===== config.mk =====
export PLATFORM = sky130hd
export DESIGN_NAME = scl_waveform_gen
export DESIGN_NICKNAME = d
export VERILOG_FILES = /design/src/rtl/sclgen_pkg.sv /design/src/rtl/scl_in_sync.sv /design/src/rtl/scl_count_sel.sv /design/src/rtl/scl_phase_fsm.sv /design/src/rtl/scl_waveform_gen.sv
export SDC_FILE = /design/constraint.sdc
export NUM_CORES = 1
export LEC_CHECK = 0
export BUFFER_PORTS_ARGS = -buffer_cell sky130_fd_sc_hd__buf_2
export CAP_MARGIN = 15
export CORE_MARGIN = 2
export CORE_UTILIZATION = 45
export DETAILED_ROUTE_END_ITERATION = 10
export GPL_TIMING_DRIVEN = 0
export PLACE_DENSITY = 0.69
export SYNTH_ARGS = -nofsm -noshare
export SYNTH_HDL_FRONTEND = slang
export SYNTH_SLANG_ARGS = --single-unit
export TNS_END_PERCENT = 5

===== constraint.sdc =====
create_clock -name clk -period 7 [get_ports clk]
set_clock_uncertainty 0.2 [all_clocks]
set_input_delay 1.05 -clock clk [delete_from_list [all_inputs] [get_ports clk]]
set_output_delay 1.05 -clock clk [all_outputs]
set_load 0.03 [all_outputs]

===== src/rtl/sclgen_pkg.sv =====
package sclgen_pkg;
    typedef enum logic [1:0] {
        PH_IDLE    = 2'd0,
        PH_LOW     = 2'd1,
        PH_WAIT_HI = 2'd2,
        PH_HIGH    = 2'd3
    } scl_phase_e;

    // Total fixed overhead of the high phase beyond the programmed count
    localparam int HIGH_OVERHEAD = 8;
endpackage


===== src/rtl/scl_in_sync.sv =====
module scl_in_sync #(
    parameter int STAGES = 2
) (
    input  logic clk,
    input  logic rst_n,
    input  logic d_async,
    output logic d_sync
);
    logic [STAGES-1:0] chain_q;

    generate
        if (STAGES == 1) begin : g_single
            always_ff @(posedge clk or negedge rst_n) begin
                if (!rst_n) chain_q <= '0;
                else        chain_q <= d_async;
            end
        end else begin : g_multi
            always_ff @(posedge clk or negedge rst_n) begin
                if (!rst_n) chain_q <= '0;
                else        chain_q <= {chain_q[STAGES-2:0], d_async};
            end
        end
    endgenerate

    assign d_sync = chain_q[STAGES-1];
endmodule


===== src/rtl/scl_count_sel.sv =====
module scl_count_sel #(
    parameter int CNT_W      = 16,
    parameter int MIN_HI_CNT = 4,
    parameter int MIN_LO_CNT = 6
) (
    input  logic             fast_sel,
    input  logic [CNT_W-1:0] std_hi,
    input  logic [CNT_W-1:0] std_lo,
    input  logic [CNT_W-1:0] fast_hi,
    input  logic [CNT_W-1:0] fast_lo,
    output logic [CNT_W-1:0] hi_eff,
    output logic [CNT_W-1:0] lo_eff
);
    localparam logic [CNT_W-1:0] HI_FLOOR = CNT_W'(MIN_HI_CNT);
    localparam logic [CNT_W-1:0] LO_FLOOR = CNT_W'(MIN_LO_CNT);

    logic [CNT_W-1:0] hi_raw, lo_raw;

    always_comb begin
        hi_raw = fast_sel ? fast_hi : std_hi;
        lo_raw = fast_sel ? fast_lo : std_lo;
        hi_eff = (hi_raw < HI_FLOOR) ? HI_FLOOR : hi_raw;
        lo_eff = (lo_raw < LO_FLOOR) ? LO_FLOOR : lo_raw;
    end
endmodule


===== src/rtl/scl_phase_fsm.sv =====
module scl_phase_fsm
    import sclgen_pkg::*;
#(
    parameter int CNT_W       = 16,
    parameter int SYNC_STAGES = 2
) (
    input  logic             clk,
    input  logic             rst_n,
    input  logic             run_en,
    input  logic [CNT_W-1:0] hi_eff,
    input  logic [CNT_W-1:0] lo_eff,
    input  logic             bus_high,
    output logic             scl_pull,
    output logic             pre_rise,
    output logic             pre_fall,
    output logic             mid_high,
    output logic             mid_low
);
    localparam int CW          = CNT_W + 1;
    // WAIT_HI lasts SYNC_STAGES+1 cycles and HIGH lasts load+1 cycles
    localparam int HI_LOAD_ADD = HIGH_OVERHEAD - SYNC_STAGES - 2;

    scl_phase_e        st_q, st_d;
    logic [CW-1:0]     cnt_q, cnt_d;
    logic [CNT_W-1:0]  caph_q, caph_d, capl_q, capl_d;
    logic [CW-1:0]     hi_load, lo_load, hi_half, lo_half;
    logic              cnt_zero;

    always_comb begin
        hi_load  = {1'b0, caph_q} + CW'(HI_LOAD_ADD);
        lo_load  = {1'b0, capl_q};
        hi_half  = hi_load >> 1;
        lo_half  = lo_load >> 1;
        cnt_zero = (cnt_q == '0);
    end

    // State register
    always_ff @(posedge clk or negedge rst_n) begin
        if (!rst_n) begin
            st_q   <= PH_IDLE;
            cnt_q  <= '0;
            caph_q <= '0;
            capl_q <= '0;
        end else begin
            st_q   <= st_d;
            cnt_q  <= cnt_d;
            caph_q <= caph_d;
            capl_q <= capl_d;
        end
    end

    // Next state and counter
    always_comb begin
        st_d   = st_q;
        cnt_d  = cnt_q;
        caph_d = caph_q;
        capl_d = capl_q;
        if (!run_en) begin
            st_d  = PH_IDLE;
            cnt_d = '0;
        end else begin
            unique case (st_q)
                PH_IDLE: begin
                    st_d   = PH_LOW;
                    cnt_d  = {1'b0, lo_eff};
                    caph_d = hi_eff;
                    capl_d = lo_eff;
                end
                PH_LOW: begin
                    if (cnt_zero) st_d  = PH_WAIT_HI;
                    else          cnt_d = cnt_q - 1'b1;
                end
                PH_WAIT_HI: begin
                    if (bus_high) begin
                        st_d  = PH_HIGH;
                        cnt_d = hi_load;
                    end
                end
                PH_HIGH: begin
                    if (cnt_zero) begin
                        st_d  = PH_LOW;
                        cnt_d = lo_load;
                    end else begin
                        cnt_d = cnt_q - 1'b1;
                    end
                end
                default: begin
                    st_d  = PH_IDLE;
                    cnt_d = '0;
                end
            endcase
        end
    end

    // Outputs
    always_comb begin
        scl_pull = (st_q == PH_LOW);
        pre_rise = run_en && (st_q == PH_LOW) && cnt_zero;
        pre_fall = run_en && (((st_q == PH_HIGH) && cnt_zero) || (st_q == PH_IDLE));
        mid_low  = (st_q == PH_LOW)  && (cnt_q == lo_half);
        mid_high = (st_q == PH_HIGH) && (cnt_q == hi_half);
    end
endmodule


===== src/rtl/scl_waveform_gen.sv =====
module scl_waveform_gen #(
    parameter int CNT_W       = 16,
    parameter int MIN_HI_CNT  = 4,
    parameter int MIN_LO_CNT  = 6,
    parameter int SYNC_STAGES = 2
) (
    input  logic             clk,
    input  logic             rst_n,
    input  logic             run_en,
    input  logic             fast_sel,
    input  logic [CNT_W-1:0] std_hi_cnt,
    input  logic [CNT_W-1:0] std_lo_cnt,
    input  logic [CNT_W-1:0] fast_hi_cnt,
    input  logic [CNT_W-1:0] fast_lo_cnt,
    input  logic             scl_sense,
    output logic             scl_pull,
    output logic             pre_rise,
    output logic             pre_fall,
    output logic             mid_high,
    output logic             mid_low
);
    logic [CNT_W-1:0] hi_eff, lo_eff;
    logic             bus_high;

    scl_count_sel #(
        .CNT_W(CNT_W), .MIN_HI_CNT(MIN_HI_CNT), .MIN_LO_CNT(MIN_LO_CNT)
    ) u_sel (
        .fast_sel(fast_sel),
        .std_hi  (std_hi_cnt),
        .std_lo  (std_lo_cnt),
        .fast_hi (fast_hi_cnt),
        .fast_lo (fast_lo_cnt),
        .hi_eff  (hi_eff),
        .lo_eff  (lo_eff)
    );

    scl_in_sync #(.STAGES(SYNC_STAGES)) u_sync (
        .clk    (clk),
        .rst_n  (rst_n),
        .d_async(scl_sense),
        .d_sync (bus_high)
    );

    scl_phase_fsm #(.CNT_W(CNT_W), .SYNC_STAGES(SYNC_STAGES)) u_fsm (
        .clk     (clk),
        .rst_n   (rst_n),
        .run_en  (run_en),
        .hi_eff  (hi_eff),
        .lo_eff  (lo_eff),
        .bus_high(bus_high),
        .scl_pull(scl_pull),
        .pre_rise(pre_rise),
        .pre_fall(pre_fall),
        .mid_high(mid_high),
        .mid_low (mid_low)
    );
endmodule


# Yosys cells after proc, flatten, opt, wreduce, memory -nomap -nowiden
# Cells that the tools add are included.
[word_totals] ff_bits=53 input_bits=69 out_inout_bits=5
[classes] addsub=2 order_cmp=2 n_eq_ne=9 n_mux=14 n_reduce_logical=12
[op_table] operator="$mux 17" count=4
[op_table] operator="$pmux 17 s4" count=1
[op_table] operator="$mux 16" count=4
[op_table] operator="$lt 16x3->1 const B" count=2
[op_table] operator="$add 16x3->17 const B" count=1
[op_table] operator="$eq 17x15->1" count=1
[op_table] operator="$eq 17x16->1" count=1
[op_table] operator="$logic_not 17->1" count=1
[op_table] operator="$sub 17x1->17 const B" count=1
[op_table] operator="$mux 2" count=4
[op_table] operator="$pmux 2 s4" count=1
[op_table] operator="$logic_and 1x1->1" count=6
[op_table] operator="$ne 3x2->1 const B" count=2
[op_table] operator="$ne 3x3->1 const B" count=2
[op_table] operator="$eq 2x2->1 const B" count=2
[op_table] operator="$reduce_and 2->1" count=2
[op_table] operator="$reduce_and 3->1" count=1
[op_table] operator="$eq 2x1->1 const B" count=1
[op_table] operator="$logic_not 2->1" count=1
[op_table] operator="$logic_or 1x1->1" count=1

# Depth between registers and ports, before layout
# Gate-level depths: netlist of run 1.
[logic_depth] depth_word=5 mapped_depth=10

# Modules after synthesis
# A second synthesis of run 1 with hierarchy kept.
[hier_totals] hier_cells=495 hier_area_um2=4619.4
[modules_own_cells] mod="scl_phase_fsm" n_inst=1 cells_each=426 area_per_inst_um2=3971.3 seq_area_each_um2=1276.2
[modules_own_cells] mod="scl_count_sel" n_inst=1 cells_each=67 area_per_inst_um2=598.1 seq_area_each_um2=0.0
[modules_own_cells] mod="scl_in_sync" n_inst=1 cells_each=2 area_per_inst_um2=50.0 seq_area_each_um2=50.0

# Worst setup path after synthesis of run 1
# Ideal clock, no wire load.
[synth_path] path_type="flip-flop to output port" start="register u_fsm.st_q[1]" end="output port mid_low" arrival_ps=2309 required_time_ps=5750 setup_slack_ps=3441 path_stages_with_launch=8 n_path_buf=1 path_cell_list="dfrtp_1 > inv_1 > ha_1 > clkbuf_1 > inv_1 > nor4_1 > nand4_1 > nor3_1"
[synth_between] elab_chain_len=2
[synth_rtl] item="start, declared" line="scl_phase_fsm.sv:23" source="scl_phase_e st_q, st_d;"
[synth_rtl] item="start signal, assigned" line="scl_phase_fsm.sv:45" source="st_q <= st_d;"
[synth_rtl] item="$eq 2x1->1"
[synth_rtl] item="named net scl_pull" line="scl_waveform_gen.sv:16" source="output logic scl_pull,"
[synth_rtl] item="$logic_and 1x1->1" line="scl_phase_fsm.sv:100" source="mid_low = (st_q == PH_LOW) && (cnt_q == lo_half);"
[synth_rtl] item="end, declared" line="scl_waveform_gen.sv:20" source="output logic mid_low"
# The timed path passes the listed nets, and every way through them passes these cells.

# Worst setup path in the final report of run 1
[layout_path] start="register u_fsm.caph_q[2]" end="output port mid_high"
[layout_between] elab_chain_len=3
[layout_rtl] item="start, declared" line="scl_phase_fsm.sv:25" source="logic [CNT_W-1:0] caph_q, caph_d, capl_q, capl_d;"
[layout_rtl] item="start signal, assigned" line="scl_phase_fsm.sv:47" source="caph_q <= caph_d;"
[layout_rtl] item="$add 16x3->17" line="scl_phase_fsm.sv:30" source="hi_load = {1'b0, caph_q} + CW'(HI_LOAD_ADD);"
[layout_rtl] item="$eq 17x16->1" line="scl_phase_fsm.sv:101" source="mid_high = (st_q == PH_HIGH) && (cnt_q == hi_half);"
[layout_rtl] item="$logic_and 1x1->1" line="scl_phase_fsm.sv:101"
[layout_rtl] item="end, declared" line="scl_waveform_gen.sv:19" source="output logic mid_high,"
# No other way between the ends.

==> results of run 1 <==
==> power by group <==
group | internal [mW] | leakage (nW) | switching (mW)
clock network | 0.0826 | 0.0518 | 0.119
logic | 0.461 | 1.45 | 0.773
registers | 0.438 | 0.665 | 0.159
==> registers in the layout, summed over array words and instances, names as in the netlist <==
signal and cells:
u_fsm.capl_q 16, u_fsm.caph_q 16, u_fsm.st_q 2, u_fsm.cnt_q 17
u_sync.chain_q 2
==> final cells by class <==
cell class / count / area, sq um
plain buffers: 39 / 194
clock buffers: 6 / 82.6
clock inverters: 2 / 17.5
fillers: 947 / 4320
inverters: 12 / 45.0
multi-input cells: 407 / 2750
flip-flops and latches: 53 / 1330
well taps: 129 / 161
repair buffers: 74 / 385
==> cells in the mapped netlist (all sizes together), types with 5 or more instances <==
| cell | count |
|---|---|
| xnor2 | 28 |
| and2 | 5 |
| mux2i | 30 |
| and3 | 8 |
| dfrtp | 53 |
| clkbuf | 18 |
| a211oi | 5 |
| a31oi | 6 |
| nor3 | 16 |
| nand2 | 78 |
| nor4b | 5 |
| o22ai | 5 |
| ha | 8 |
| buf | 21 |
| o21ai | 50 |
| nand3 | 19 |
| xor2 | 15 |
| nor4 | 15 |
| nand4 | 9 |
| a21oi | 16 |
| nor2 | 18 |
| a221o | 6 |
| o31ai | 7 |
| inv | 12 |
==> kinds of logic after synthesis <==
family / count (synthesis)
simple gates: 190
flops: 53
compound gates: 134
buf+inv: 51
mux: 32
fa+ha+maj: 8
xor+xnor: 43
==> worst register-to-register path, cell delays in order, from the launching register on <==
cell	delay, ps
dfrtp_1	370
clkbuf_1	190
inv_1	160
ha_1	200
nor3b_1	840
and3_1	350
and2_1	170
nor4b_2	210
a22oi_1	100
o32ai_1	140
==> worst min path at each step <==
| stage | from | end | slack, ps |
|---|---|---|---|
| 2_1_floorplan | u_sync.chain_q[0] | u_sync.chain_q[1] | 130 |
| 3_3_place_gp | u_sync.chain_q[0] | u_sync.chain_q[1] | 130 |
| 3_5_place_dp | u_sync.chain_q[0] | u_sync.chain_q[1] | 140 |
| 4_1_cts | u_sync.chain_q[0] | u_sync.chain_q[1] | 160 |
| 5_1_grt | u_sync.chain_q[0] | u_sync.chain_q[1] | 170 |
| 6_report | u_sync.chain_q[0] | u_sync.chain_q[1] | 160 |
==> stage by stage <==
step / util, % / hold slack [ps] / instance area [sq um] / cells
4_1_cts: 53.5 / 161 / 4970 / 722
5_1_grt: 53.5 / 170 / 4970 / 722
6_report: 53.5 / 158 / 4970 / 722
3_3_place_gp: 52.2 / 133 / 4850 / 713
2_1_floorplan: - / 131 / 4320 / 511
3_5_place_dp: 52.4 / 136 / 4870 / 714
==> per-layer routing <==
layer	GRT usage (%)	up-vias	share of wire (%)
met4	10.6	0	2.8
met2	45.7	245	45
met1	43.4	2147	44
li1	-	2038	-
met3	4.86	32	8.3
met5	0	-	0
==> results_dict.tcl, run 1 <==
set metrics [dict create \
    clock.fmax_ghz 0.230 \
    yosysWarnings 0 \
    drc 0 \
    syn_area_sq_mm 0.00432 \
    gr-total-overflow 0 \
    crit_chain "ha_1 -> nand2_1 -> nor3_1 -> nand2_1 -> xnor2_1 -> a2111oi_0 -> and4b_1 -> buf_2" \
    slew_violations 0 \
    synth_area_leader_cell "dfrtp_1" \
    layout_common_cells "buf_2 (87), nand2_1 (78), dfrtp_1 (53), o21ai_0 (39), mux2i_1 (30)" \
    die_y_um 102 \
    fp-row-count 35 \
    path_buf_inv 1 \
    dp_hpwl_um 11800 \
    setup_viol 0 \
    crit_slowest_cell "dfrtp_1" \
    cts_resized 0 \
    finalHoldViolations 0 \
    powerDensity_mw_per_mm2 409 \
    cp_top_family "simple AND/OR/NAND/NOR gates" \
    ys_seq_elements 53 \
    clk_path_buf_depth 2 \
    synth-async-reset-ratio_pct 100 \
    tritoncts "built" \
    io_pins 74 \
    start_kind "register" \
    synthSimpleGateAreaFrac_pct 24.2 \
    worstMarginPinSlew_ps 1030 \
    routedWlPerCell_um 20.7 \
    drv_cap 0 \
    synth_nets 588 \
    fin_crit_ps 4350 \
    avgSynthCellArea_sq_um 8.45 \
    worstPathRequired_ps 5750 \
    first_pass_iters 5 \
    cp_max_fo 6 \
    htree_num_levels 2 \
    synth.top_cell.area_share_pct 30.7 \
    cp_slowest_stage_delay_ps 520 \
    synth_edf_count 0 \
    crit_end "mid_high" \
    vias 4462 \
    worstSetupPathDepth 8 \
    ir_drop_uv 159 \
    ant_nets 0 \
    cp.arrival_ps 3100 \
    drt-total-wl_um 15000 \
    io_buffers 73 \
    criticalPathCategory "register to output pin" \
    insertion_delay_ps 330 \
    antenna_found_initial 0 \
    cts-root-buf "clkbuf_8" \
    gp_congestion 0.986 \
    hold_path.class "register to register" \
    core_area_sq_mm 0.00928 \
    cellLeakagePower_nw 2.17 \
    cp_common_cell "nand2_1" \
    drt_iter0_drc 370 \
    grt_pass1_wl_um 23600 \
    min_path_cells 0 \
    layout_commonest_cell "buf_2" \
    setup_slack_ps 2650 \
    pre_cts_slack_ps 3110 \
    synth.area.mux_share_pct 7.47 \
    end_kind "output pin" \
    cts_buffers 5 \
    grt_max_degree 32 \
    clk_pin_slew_ps 110 \
    postCtsSetupRepairBufs 0 \
    ys_top_cells_by_area "dfrtp_1 (31%), mux2i_1 (7.0%), nand2_1 (6.8%)" \
    start_util_pct 46.5 \
    synth-compound-area-share_pct 21.1 \
    die_x_um 102 \
    timing.rr.end "u_fsm.cnt_q[16]" \
    slew_headroom_pct 31.4 \
    tns_ps 0 \
    first_global_vias 4232 \
    total_power_mw 2.03 \
    yosys.cell_types.count 67 \
    synth_top_family_by_area "simple AND/OR/NAND/NOR gates" \
    synth_fa_ha_area_share_pct 2.32 \
    antennaDiodeCount 0 \
    setup.worst_path.start "u_fsm.caph_q[2]" \
    cts.hold.buffers_added 0 \
    rsz0062_at_grt "false" \
    cts_sinks 53 \
    nNetsFinal 669 \
    yosysSeqAreaShare_pct 30.7 \
    syn_inst 511 \
    area_growth_pct 15.0 \
    drive_above_1_share_pct 20.6 \
    rr_worst_depth 9 \
    synth_xor_xnor_area_share_pct 8.72 \
    r2r-start "u_fsm.cnt_q[0]" \
    r2r_setup_slack_ps 4010 \
    status "completed" \
    fin_crit_sh_pct 62.2 \
    die_area_sq_mm 0.0104 \
    viasPerCell 6.18 \
    synth_flop_cell "dfrtp_1" \
    grt.total_usage_pct 30.1 \
]
Power figures use the tool's default switching activity.
==> inputs of run 2 (changes only) <==
- ABC_AREA: not set -> 1
- clock period: 7 -> 4.4 ns (I/O delays scaled with it)
==> results_dict.tcl, run 2 <==
set metrics [dict create \
    status "completed" \
    dp_hpwl_um 11400 \
    cp.arrival_ps 2440 \
    die_area_sq_mm 0.0107 \
    ys_seq_elements 53 \
    hold_path.class "input port to async pin" \
    wl_met3_um 930 \
    area_growth_pct 15.0 \
    setup_viol 0 \
    antennaDiodeCount 0 \
    start_kind "register" \
    worstPathRequired_ps 3540 \
    ant_nets 0 \
    p_sw_mw 1.75 \
    synth_xor_xnor_area_share_pct 4.33 \
    total_power_mw 3.32 \
    slew_violations 0 \
    finalHoldViolations 0 \
    layout_common_cells "nand2_1 (270), nor2_1 (85), buf_2 (76), inv_1 (61), nand3_1 (57)" \
    finalNonFillerCells 922 \
    setup.worst_path.start "u_fsm.caph_q[2]" \
    die_y_um 103 \
    cts_sinks 53 \
    gp_congestion 0.994 \
    tns_ps 0 \
    yosysWarnings 0 \
    die_x_um 103 \
    synth_nets 785 \
    clk_pin_slew_ps 110 \
    syn_area_sq_mm 0.00445 \
    criticalPathCategory "register to output pin" \
    yosysSeqAreaShare_pct 29.8 \
    start_util_pct 46.0 \
    synth-compound-area-share_pct 8.40 \
    grt_pass1_wl_um 22600 \
    core_area_sq_mm 0.00968 \
    final_area_sq_mm 0.00512 \
    pwr-share-comb_pct 59.6 \
    setup_slack_ps 1100 \
    reg.largest.list "u_fsm.cnt_q (17), u_fsm.caph_q (16), u_fsm.capl_q (16)" \
    r2r-start "u_fsm.st_q[0]" \
    placed_cell_area_sq_mm 0.00500 \
    htree_num_levels 2 \
    yosysMostFrequentCell "nand2_1" \
    grt_max_degree 36 \
    synth-async-reset-ratio_pct 100 \
    routedWlPerCell_um 15.6 \
    viasPerCell 5.27 \
    holdWs_ps 73.1 \
    layout_commonest_cell "nand2_1" \
    synthSimpleGateAreaFrac_pct 45.4 \
    cellLeakagePower_nw 2.70 \
    cts-root-buf "clkbuf_8" \
    ys_top_cells_by_area "dfrtp_1 (30%), nand2_1 (23%), nor2_1 (7.2%)" \
    worstMarginPinSlew_ps 737 \
    drt_iter0_drc 312 \
    cts_buffers 5 \
    cts.hold.buffers_added 0 \
    fp-row-count 36 \
    fin_crit_sh_pct 75.0 \
    syn_inst 708 \
    synth.top_cell.area_share_pct 29.8 \
    insertion_delay_ps 330 \
    grt.total_usage_pct 28.2 \
    regMostFlops "u_fsm.cnt_q" \
    synth_top_family_by_area "simple AND/OR/NAND/NOR gates" \
    first_global_vias 4566 \
    first_pass_iters 5 \
    drv_cap 0 \
    synth_area_leader_cell "dfrtp_1" \
    power_frac_clock_pct 11.3 \
    cp_max_fo 7 \
    vias 4856 \
    synth_edf_count 0 \
    p_int_mw 1.57 \
    rsz0062_at_grt "false" \
    pre_cts_slack_ps 1470 \
    nNetsFinal 865 \
    wl_met2_um 6570 \
    clk_path_buf_depth 2 \
    drive_above_1_share_pct 16.0 \
    largest_reg_flops 17 \
    drt-met1-wl_um 6290 \
    fillers 1009 \
    p_sw_share_pct 52.8 \
    tritoncts "built" \
    yosys-top-cells-count "nand2_1 (270), nor2_1 (85), inv_1 (61), nand3_1 (57), dfrtp_1 (53)" \
    synth_fa_ha_area_share_pct 2.25 \
    io_pins 74 \
    postCtsSetupRepairBufs 0 \
    ir_drop_uv 296 \
    clock.fmax_ghz 0.303 \
    avgSynthCellArea_sq_um 6.29 \
    fin_crit_ps 3300 \
    finish.utilization_pct 52.9 \
    drc 0 \
    end_kind "output pin" \
    synth_flop_cell "dfrtp_1" \
    synth.area.mux_share_pct 0.450 \
    dpl.cell_count 914 \
    cts_resized 0 \
    antenna_found_initial 0 \
    drt-total-wl_um 14400 \
    slew_headroom_pct 50.8 \
    io_buffers 72 \
    yosys.cell_types.count 37 \
    seqPwrFrac_pct 29.1 \
    powerDensity_mw_per_mm2 649 \
    gr-total-overflow 0 \
    highest_layer "met4" \
]
## run 2: cell count changes after synthesis, moves of 13 or more
cell     change
nand2_1    +192
nor2_1      +69
inv_1       +49
nand3_1     +40
mux2i_1     -28
xnor2_1     -25
nor3_1      -13
## run 2: final timing paths
kind                                      to  slack, ps  cells past startpoint
max                                 mid_high       1100                     10
min                         u_fsm.caph_q[11]         70                      1
max reg2reg                   u_fsm.cnt_q[7]       2060                     10
min reg2reg                u_sync.chain_q[1]        160                      0
max in group asynchronous    u_fsm.capl_q[7]       3370                      2
min in group clk           u_sync.chain_q[1]        160                      0
## run 2: worst max-delay path, cell delays in order, from the launching register on
cell and delay, ps:
dfrtp_1 470, ha_1 230, nand2_1 210, nor2_4 240
nand3_1 100, nand2_1 90, nand2_1 130, xor2_1 230
nand3_1 100, nor2_1 110, buf_2 210
## run 2: final cells by class
cell class	instances	area (sq um)	area share (%)
tap	133	166	3.25
buffer	25	174	3.40
sequential	53	1330	25.9
timing repair buffer	73	380	7.43
multi-input combinational	565	2710	52.9
inverter	65	244	4.77
clock inverter	2	37.5	0.733
clock buffer	6	82.6	1.61
## run 2: metal layers
| layer | up-vias | global-route usage [%] |
|---|---|---|
| met5 | - | 0 |
| met4 | 0 | 13.8 |
| met3 | 44 | 4.30 |
| met2 | 198 | 46.1 |
| met1 | 2214 | 36.4 |
| li1 | 2400 | - |
## run 2: cell families (layout without fill, tap and decap cells)
logic type	after synthesis	in the layout
compound gates	69	69
xor+xnor	22	22
fa+ha+maj	8	8
buf+inv	90	171
flops	53	53
mux	2	2
simple gates	464	464
## run 2: power by group through the flow
| stage | combinational, mW | sequential [mW] | clock (mW) |
|---|---|---|---|
| CTS | 1.95 | 0.960 | 0.373 |
| finish | 1.98 | 0.967 | 0.375 |
| detailed placement | 1.95 | 0.970 | 0 |
| global route | 2.22 | 0.994 | 0.391 |
| global placement | 1.92 | 0.964 | 0 |
| floorplan | 1.48 | 0.885 | 0 |
